$ cat src/rtl/pdma_pkg.sv
package pdma_pkg;
  localparam int DW    = 16;
  localparam int OFS_W = 5;

  localparam logic [OFS_W-1:0] OFS_CSR   = 5'h00;
  localparam logic [OFS_W-1:0] OFS_DATA  = 5'h02;
  localparam logic [OFS_W-1:0] OFS_VEC   = 5'h04;
  localparam logic [OFS_W-1:0] OFS_PULSE = 5'h06;
  localparam logic [OFS_W-1:0] OFS_WALO  = 5'h12;
  localparam logic [OFS_W-1:0] OFS_RANGE = 5'h14;
  localparam logic [OFS_W-1:0] OFS_RALO  = 5'h16;
  localparam logic [OFS_W-1:0] OFS_WAHI  = 5'h1A;
  localparam logic [OFS_W-1:0] OFS_RAHI  = 5'h1E;

  // control word bits
  localparam int C_CLR_EOR = 15;
  localparam int C_CLR_ATF = 14;
  localparam int C_CLR_PER = 13;
  localparam int C_MCLR    = 12;
  localparam int C_FORCE   = 8;
  localparam int C_IEN     = 6;
  localparam int C_GO      = 0;
  // pulse register bits
  localparam int P_SET     = 6;
  localparam int P_CLR     = 5;
endpackage

$ cat src/rtl/pdma_flags.sv
module pdma_flags (
  input  logic clk,
  input  logic rst,
  input  logic clr_all,
  input  logic clr_eor,
  input  logic clr_atf,
  input  logic clr_per,
  input  logic set_eor,
  input  logic attn_in,
  input  logic perr_in,
  input  logic ien_wr,
  input  logic ien_val,
  input  logic ien_set,
  input  logic ien_clr,
  output logic eor,
  output logic atf,
  output logic per,
  output logic attn_lvl,
  output logic ien,
  output logic irq
);
  logic attn_q2;
  logic attn_rise;

  assign attn_lvl  = attn_q2 ? 1'b1 : 1'b0;
  logic attn_q;
  assign attn_rise = attn_q & ~attn_q2;

  always_ff @(posedge clk) begin
    if (rst) begin
      attn_q  <= 1'b0;
      attn_q2 <= 1'b0;
    end else begin
      attn_q  <= attn_in;
      attn_q2 <= attn_q;
    end
  end

  // sticky flags: a set event in the same cycle as a clear wins
  always_ff @(posedge clk) begin
    if (rst || clr_all) begin
      eor <= 1'b0;
      atf <= 1'b0;
      per <= 1'b0;
    end else begin
      if (set_eor)        eor <= 1'b1;
      else if (clr_eor)   eor <= 1'b0;
      if (attn_rise)      atf <= 1'b1;
      else if (clr_atf)   atf <= 1'b0;
      if (perr_in)        per <= 1'b1;
      else if (clr_per)   per <= 1'b0;
    end
  end

  always_ff @(posedge clk) begin
    if (rst || clr_all)  ien <= 1'b0;
    else if (ien_set)    ien <= 1'b1;
    else if (ien_clr)    ien <= 1'b0;
    else if (ien_wr)     ien <= ien_val;
  end

  always_ff @(posedge clk) begin
    if (rst || clr_all) irq <= 1'b0;
    else                irq <= ien & (eor | atf);
  end
endmodule

$ cat src/rtl/pdma_xfer.sv
module pdma_xfer #(
  parameter int DW    = 16,
  parameter int RNG_W = 16
) (
  input  logic            clk,
  input  logic            rst,
  input  logic            clr_all,
  input  logic            go,
  input  logic            force_req,
  input  logic            wr_lo,
  input  logic            wr_hi,
  input  logic            wr_rng,
  input  logic [DW-1:0]   wdata,
  input  logic            grant,
  input  logic            berr,
  input  logic            tmo,
  output logic [2*DW-1:0] addr,
  output logic [RNG_W-1:0] rng,
  output logic            active,
  output logic            berr_f,
  output logic            tmo_f,
  output logic            done,
  output logic            force_pulse
);
  localparam int AW = 2 * DW;

  logic fault, step, last, start, zero_go;

  assign fault   = active & (berr | tmo);
  assign step    = active & grant & ~berr & ~tmo;
  assign last    = (rng == RNG_W'(1));
  assign start   = go & ~active & (rng != '0);
  assign zero_go = go & ~active & (rng == '0);
  assign done    = (step & last) | zero_go;

  always_ff @(posedge clk) begin
    if (rst || clr_all) begin
      active <= 1'b0;
      berr_f <= 1'b0;
      tmo_f  <= 1'b0;
    end else if (fault) begin
      active <= 1'b0;
      berr_f <= berr_f | berr;
      tmo_f  <= tmo_f | tmo;
    end else if (step && last) begin
      active <= 1'b0;
    end else if (start) begin
      active <= 1'b1;
      berr_f <= 1'b0;
      tmo_f  <= 1'b0;
    end
  end

  always_ff @(posedge clk) begin
    if (rst) begin
      addr <= '0;
      rng  <= '0;
    end else begin
      if (step) begin
        addr <= addr + AW'(2);
        rng  <= rng - RNG_W'(1);
      end
      if (wr_lo)  addr[DW-1:0]  <= wdata;
      if (wr_hi)  addr[AW-1:DW] <= wdata;
      if (wr_rng) rng           <= wdata[RNG_W-1:0];
    end
  end

  always_ff @(posedge clk) begin
    if (rst || clr_all) force_pulse <= 1'b0;
    else                force_pulse <= force_req & active;
  end
endmodule

$ cat src/rtl/pdma_ctl.sv
module pdma_ctl
  import pdma_pkg::*;
#(
  parameter int   RNG_W   = 16,
  parameter logic VARIANT = 1'b1
) (
  input  logic             clk,
  input  logic             rst,
  input  logic [OFS_W-1:0] host_addr,
  input  logic             host_wr,
  input  logic             host_rd,
  input  logic [DW-1:0]    host_wdata,
  output logic [DW-1:0]    host_rdata,
  output logic             host_rvalid,
  output logic [DW-1:0]    dev_dout,
  input  logic [DW-1:0]    dev_din,
  output logic [2:0]       dev_fn,
  output logic             dev_fn2_aux,
  output logic             dev_go,
  output logic             dev_mclr,
  input  logic             dev_attn,
  input  logic             dev_perr,
  input  logic [2:0]       dev_stat,
  output logic             dma_req,
  output logic [2*DW-1:0]  dma_addr,
  output logic [7:0]       dma_amod,
  output logic             dma_force,
  input  logic             dma_grant,
  input  logic             dma_berr,
  input  logic             dma_tmo,
  output logic             irq,
  output logic [7:0]       irq_vec
);
  localparam int AW = 2 * DW;

  logic wr_csr, wr_pulse, mclr, ctl;
  logic eor_w, atf_w, per_w, attl_w, ien_w;
  logic berr_w, tmo_w, done_w;
  logic [RNG_W-1:0] rng_w;
  logic [2:0] stat_q;
  logic [DW-1:0] status_w;
  logic [DW-1:0] rd_mux;

  assign wr_csr   = host_wr && (host_addr == OFS_CSR);
  assign wr_pulse = host_wr && (host_addr == OFS_PULSE);
  assign mclr     = wr_csr & host_wdata[C_MCLR];
  assign ctl      = wr_csr & ~host_wdata[C_MCLR];

  pdma_flags u_flags (
    .clk      (clk),
    .rst      (rst),
    .clr_all  (mclr),
    .clr_eor  (ctl & host_wdata[C_CLR_EOR]),
    .clr_atf  (ctl & host_wdata[C_CLR_ATF]),
    .clr_per  (ctl & host_wdata[C_CLR_PER]),
    .set_eor  (done_w),
    .attn_in  (dev_attn),
    .perr_in  (dev_perr),
    .ien_wr   (ctl),
    .ien_val  (host_wdata[C_IEN]),
    .ien_set  (wr_pulse & host_wdata[P_SET]),
    .ien_clr  (wr_pulse & host_wdata[P_CLR]),
    .eor      (eor_w),
    .atf      (atf_w),
    .per      (per_w),
    .attn_lvl (attl_w),
    .ien      (ien_w),
    .irq      (irq)
  );

  pdma_xfer #(.DW(DW), .RNG_W(RNG_W)) u_xfer (
    .clk         (clk),
    .rst         (rst),
    .clr_all     (mclr),
    .go          (ctl & host_wdata[C_GO]),
    .force_req   (ctl & host_wdata[C_FORCE]),
    .wr_lo       (host_wr && (host_addr == OFS_WALO)),
    .wr_hi       (host_wr && (host_addr == OFS_WAHI)),
    .wr_rng      (host_wr && (host_addr == OFS_RANGE)),
    .wdata       (host_wdata),
    .grant       (dma_grant),
    .berr        (dma_berr),
    .tmo         (dma_tmo),
    .addr        (dma_addr),
    .rng         (rng_w),
    .active      (dma_req),
    .berr_f      (berr_w),
    .tmo_f       (tmo_w),
    .done        (done_w),
    .force_pulse (dma_force)
  );

  // function latches, strobes, plain registers
  always_ff @(posedge clk) begin
    if (rst || mclr) dev_fn <= '0;
    else if (ctl)    dev_fn <= host_wdata[3:1];
  end

  always_ff @(posedge clk) begin
    if (rst) begin
      dev_go   <= 1'b0;
      dev_mclr <= 1'b0;
      dev_dout <= '0;
      dma_amod <= '0;
      irq_vec  <= '0;
      stat_q   <= '0;
    end else begin
      dev_go   <= ctl & host_wdata[C_GO];
      dev_mclr <= mclr;
      stat_q   <= dev_stat;
      if (host_wr && host_addr == OFS_DATA) dev_dout <= host_wdata;
      if (host_wr && host_addr == OFS_VEC) begin
        dma_amod <= host_wdata[15:8];
        irq_vec  <= host_wdata[7:0];
      end
    end
  end

  assign dev_fn2_aux = dev_fn[1];

  assign status_w = {eor_w, atf_w, attl_w, per_w, stat_q, 1'b0,
                     ~dma_req, ien_w, berr_w, tmo_w, dev_fn, VARIANT};

  always_comb begin
    unique case (host_addr)
      OFS_CSR:   rd_mux = status_w;
      OFS_DATA:  rd_mux = dev_din;
      OFS_VEC:   rd_mux = {dma_amod, irq_vec};
      OFS_RANGE: rd_mux = DW'(rng_w);
      OFS_RALO:  rd_mux = dma_addr[DW-1:0];
      OFS_RAHI:  rd_mux = dma_addr[AW-1:DW];
      default:   rd_mux = '0;
    endcase
  end

  always_ff @(posedge clk) begin
    if (rst) begin
      host_rvalid <= 1'b0;
      host_rdata  <= '0;
    end else begin
      host_rvalid <= host_rd;
      if (host_rd) host_rdata <= rd_mux;
    end
  end
endmodule

$ cat config.mk
export PLATFORM = sky130hd
export DESIGN_NAME = pdma_ctl
export DESIGN_NICKNAME = d
export VERILOG_FILES = /design/src/rtl/pdma_pkg.sv /design/src/rtl/pdma_flags.sv /design/src/rtl/pdma_xfer.sv /design/src/rtl/pdma_ctl.sv
export SDC_FILE = /design/constraint.sdc
export NUM_CORES = 1
export LEC_CHECK = 0
export BUFFER_PORTS_ARGS = -buffer_cell sky130_fd_sc_hd__buf_2
export CAP_MARGIN = 20
export CORE_MARGIN = 2
export CORE_UTILIZATION = 45
export DETAILED_ROUTE_END_ITERATION = 6
export HOLD_SLACK_MARGIN = 0.03
export PLACE_DENSITY = 0.69
export SYNTH_ARGS = -nofsm -noshare
export SYNTH_HDL_FRONTEND = slang
export SYNTH_HIERARCHICAL = 1
export SYNTH_SLANG_ARGS = --single-unit
$ cat constraint.sdc
create_clock -name clk -period 4.55 [get_ports clk]
set_clock_uncertainty 0.15 [all_clocks]
set_input_delay 0.91 -clock clk [delete_from_list [all_inputs] [get_ports clk]]
set_output_delay 0.91 -clock clk [all_outputs]
set_load 0.05 [all_outputs]
==> impl_results.md <==
* Dominant combinational cell family by area after synthesis: simple AND/OR/NAND/NOR gates
* Maximum clock frequency at 0.3001 GHz
* Post-synthesis instance total at 730
* Headroom to the max-slew limit at 0.3378
* Number of DRC markers in iteration 0 at between 700 and 800
* Boundary pin count at 139
* Pins over their slew limit at 0
* Number of buffers created by CTS at 17
* Arithmetic-cell share of the synthesized area counting full adders, half adders and majority gates at 0.006209
* Number of global-route vias before repair at between 5000 and 6000
* Count of flip-flops with a built-in enable after synthesis at 0
* PostCTS Resize Cnt at 0
* Standby leakage power at between 2 and 3 nW
* Antenna violations before repair at 1
* Clock slew at the register clock pins of the worst setup and hold paths at 0.05 ns
* Required @ worst endpoint at 4.65 ns
* Chip Height at approximately 120 um
* HPWL after DPL at 15740 um
* Detailed Routing Iterations Pass 1 at 5
* Count of antenna-violating nets left after detailed routing at 0
* Chain of cells forming the critical path: buf_2 -> nor2b_1 -> and4bb_2 -> and2_1 -> inv_1 -> o211ai_1 -> a21oi_1
* Total power divided by cell area at 353.6 mW/mm2
* Average wire per standard cell at 21.32 um
* Routed Wire Length at 21980 um
* Overflow left after global routing at 0
* Family of cells with the greatest summed delay on the critical path: simple AND/OR/NAND/NOR gates
* Core ar. at between 0.01 and 0.015 mm2
* Latest clock arrival within the worst-skew pair at 0.43 ns
* Worst R2R Setup Slack at 1.70 ns
* Setup repair after global routing missed its margin: false
* Synthesized area per cell at 8.282 um2
* Mapped Nets at 782
* Count of port buffers added during placement at 138
* Distinct cells, synth at 69
* Status: finished clean
* Number of H-tree levels at 4
* Initial core utilization at 0.4584
* Sequential fraction of the synthesis area at 0.3841
* Total of flip-flops plus latches after synthesis at 116
* Simple-gate share of the synthesized area at 0.2709
* Highest ir drop seen on vdd at between 0.2 and 0.25 mV
* Kind of critical path: in -> reg
* Post-CTS setup buffer count at 0
* Commonest non-fill, non-tap cell in the layout: sky130_fd_sc_hd__buf_2
* Top library cells by usage in the layout, fill and taps aside: 137 x sky130_fd_sc_hd__buf_2, 116 x sky130_fd_sc_hd__dfxtp_1, 103 x sky130_fd_sc_hd__nand2_1
* Post-Place Worst Slack at 0.9102 ns
* Bufs and invs on worst path at 2
* Fraction of layout instances using a drive strength above 1 at 0.2225
* Fraction of synthesis flops using an asynchronous set or reset pin at 0
* Std cell rows at 42
* Compound-gate portion of the synthesized area at 0.2181
* Longest individual stage delay on the worst path at 0.46 ns
* DRC violation count after routing at 0
* Tightest Pin Transition at 0.9933 ns
* Mux share of post-synthesis cell area at 0.04636
* CTS tree: built
* Number of buffers on the longest clock path at 2
* Clock tree sinks at 116
* TNS Setup at 0 ns
* Period Utilization, post-route at 0.7323
* Highest fanout seen on the critical path at 23
* Final setup violation count at 0
* Launching element of the worst setup path: host_addr[2]
* Total count of hold-check failures in the final report at 0
* Largest net degree at the start of global routing at 91
* Path class of the lowest-slack min-delay path: reg -> reg
* Synth-to-layout area growth at 22.27%
* Yosys warns at 6
* First-pass GRT wire length at around 34000 um
* Overall via count from detail_route at ~6400
* Final Wtd Congestion at 0.9635
* Crit path max-delay cell type: sky130_fd_sc_hd__nor2b_1
* Primary FF master, synth: sky130_fd_sc_hd__dfxtp_1
* Cell area after technology mapping at around 0.0060 mm2
* R2R Path Start: u_xfer/active
* DIE AREA at 0.01438 mm2
* Horizontal extent of the die at 119.9 um
* Type of destination of the critical path: register
* Max capacitance violation total at 0
* Power after layout at 0.002614 W
* Average via count per standard cell at 6.198
* Category of the worst setup path launch point: primary input
* Clock tree root driver cell: sky130_fd_sc_hd__clkbuf_16
* Post-CTS Hold Buffers at 0
* Startpoint of the worst hold path: host_rdata[12]
* Min Clock Period, post-route at between 3 and 4 ns
* Worst path setup slack after routing at 1.218 ns
* Total routing usage reported by global routing at 0.3077
* Worst Path Arrival at 3.44 ns
* Final Net Count at 893
* Synthesized-area fraction occupied by xor and xnor cells at 0.02463
## where the power goes
part	internal (W)	switching, W
Sequential	0.00103	0.0000153
Clock	0.000916	0.000467
Combinational	0.0000540	0.000132
## per-stage QoR
step	area [um2]	hold slack [ns]	util	std cells
6_report	7392	0.2973	0.5604	1031
3_5_place_dp	6775	0.2911	0.5137	998
4_1_cts	7390	0.3019	0.5602	1030
2_1_floorplan	6046	0.2853	-	730
5_1_grt	7390	0.3324	0.5602	1030
3_3_place_gp	6775	0.2826	0.5137	998
## logic make-up after synthesis
kind of cell               count (synthesis)
DFF                                      116
and+or+nand+nor                          306
muxes                                     28
AOI/OAI and AO/OA                        189
adders and majority gates                  3
buffers and inverters                     71
xor gates and xnor gates                  17
## final cells by class
type | instances | area (um2)
Fill cell | 1251 | 5798
Multi-Input combinational cell | 543 | 3423
Sequential cell | 116 | 2322
Timing Repair Buffer | 144 | 738.2
Clock buffer | 24 | 491.7
Tap cell | 176 | 220.2
Clock inverter | 8 | 122.6
Inverter | 19 | 71.32
Antenna cell | 1 | 2.502
## routing by layer
layer  track usage  part of all wire
met4        0.1574             0.047
met5             0                 0
met2        0.4620              0.45
met3       0.07652             0.092
met1        0.4091              0.41
## tightest hold or removal path, delay by kind of cell (launching register included)
kind            cells  cell delay (ns)
compound gates      1             0.05
flops               1             0.32
simple gates        1             0.04
## synthesized netlist by cell type (all sizes together), types with 6 or more instances
library cell,number,share of area
o21ai,22,0.018
o22ai,8,0.0093
a21oi,51,0.042
buf,16,0.016
or3,10,0.010
nand2,103,0.064
and2,10,0.010
a311oi,11,0.016
a21o,8,0.0099
mux2i,28,0.046
a2111oi,6,0.0093
o31ai,6,0.0074
nor4,11,0.014
nand4,11,0.015
nor2,52,0.032
a22oi,7,0.0087
nor2b,16,0.017
dfxtp,116,0.38
a221oi,17,0.025
o31a,9,0.013
and3,14,0.015
nand3,21,0.017
or4,11,0.014
clkbuf,36,0.022
nand2b,9,0.0093
a31oi,8,0.0083
a211oi,14,0.017
nor3,11,0.012
xor2,14,0.020
inv,18,0.011
## sequential cells by signal, summed over array words and instances, names as in the netlist, 3 cells and up
name         count
irq_vec          8
dma_amod         8
u_xfer/addr     32
dev_dout        16
host_rdata      16
u_xfer/rng      16
stat_q           3
dev_fn           3
## worst paths after layout
path                     endpoint  depth (start not counted)
setup reg to reg  u_xfer/addr[25]                          4
hold / removal     host_rdata[12]                          2
hold reg to reg    host_rdata[12]                          2
setup / recovery    u_xfer/rng[1]                          7
No activity file was read; power rests on OpenSTA's default activity.
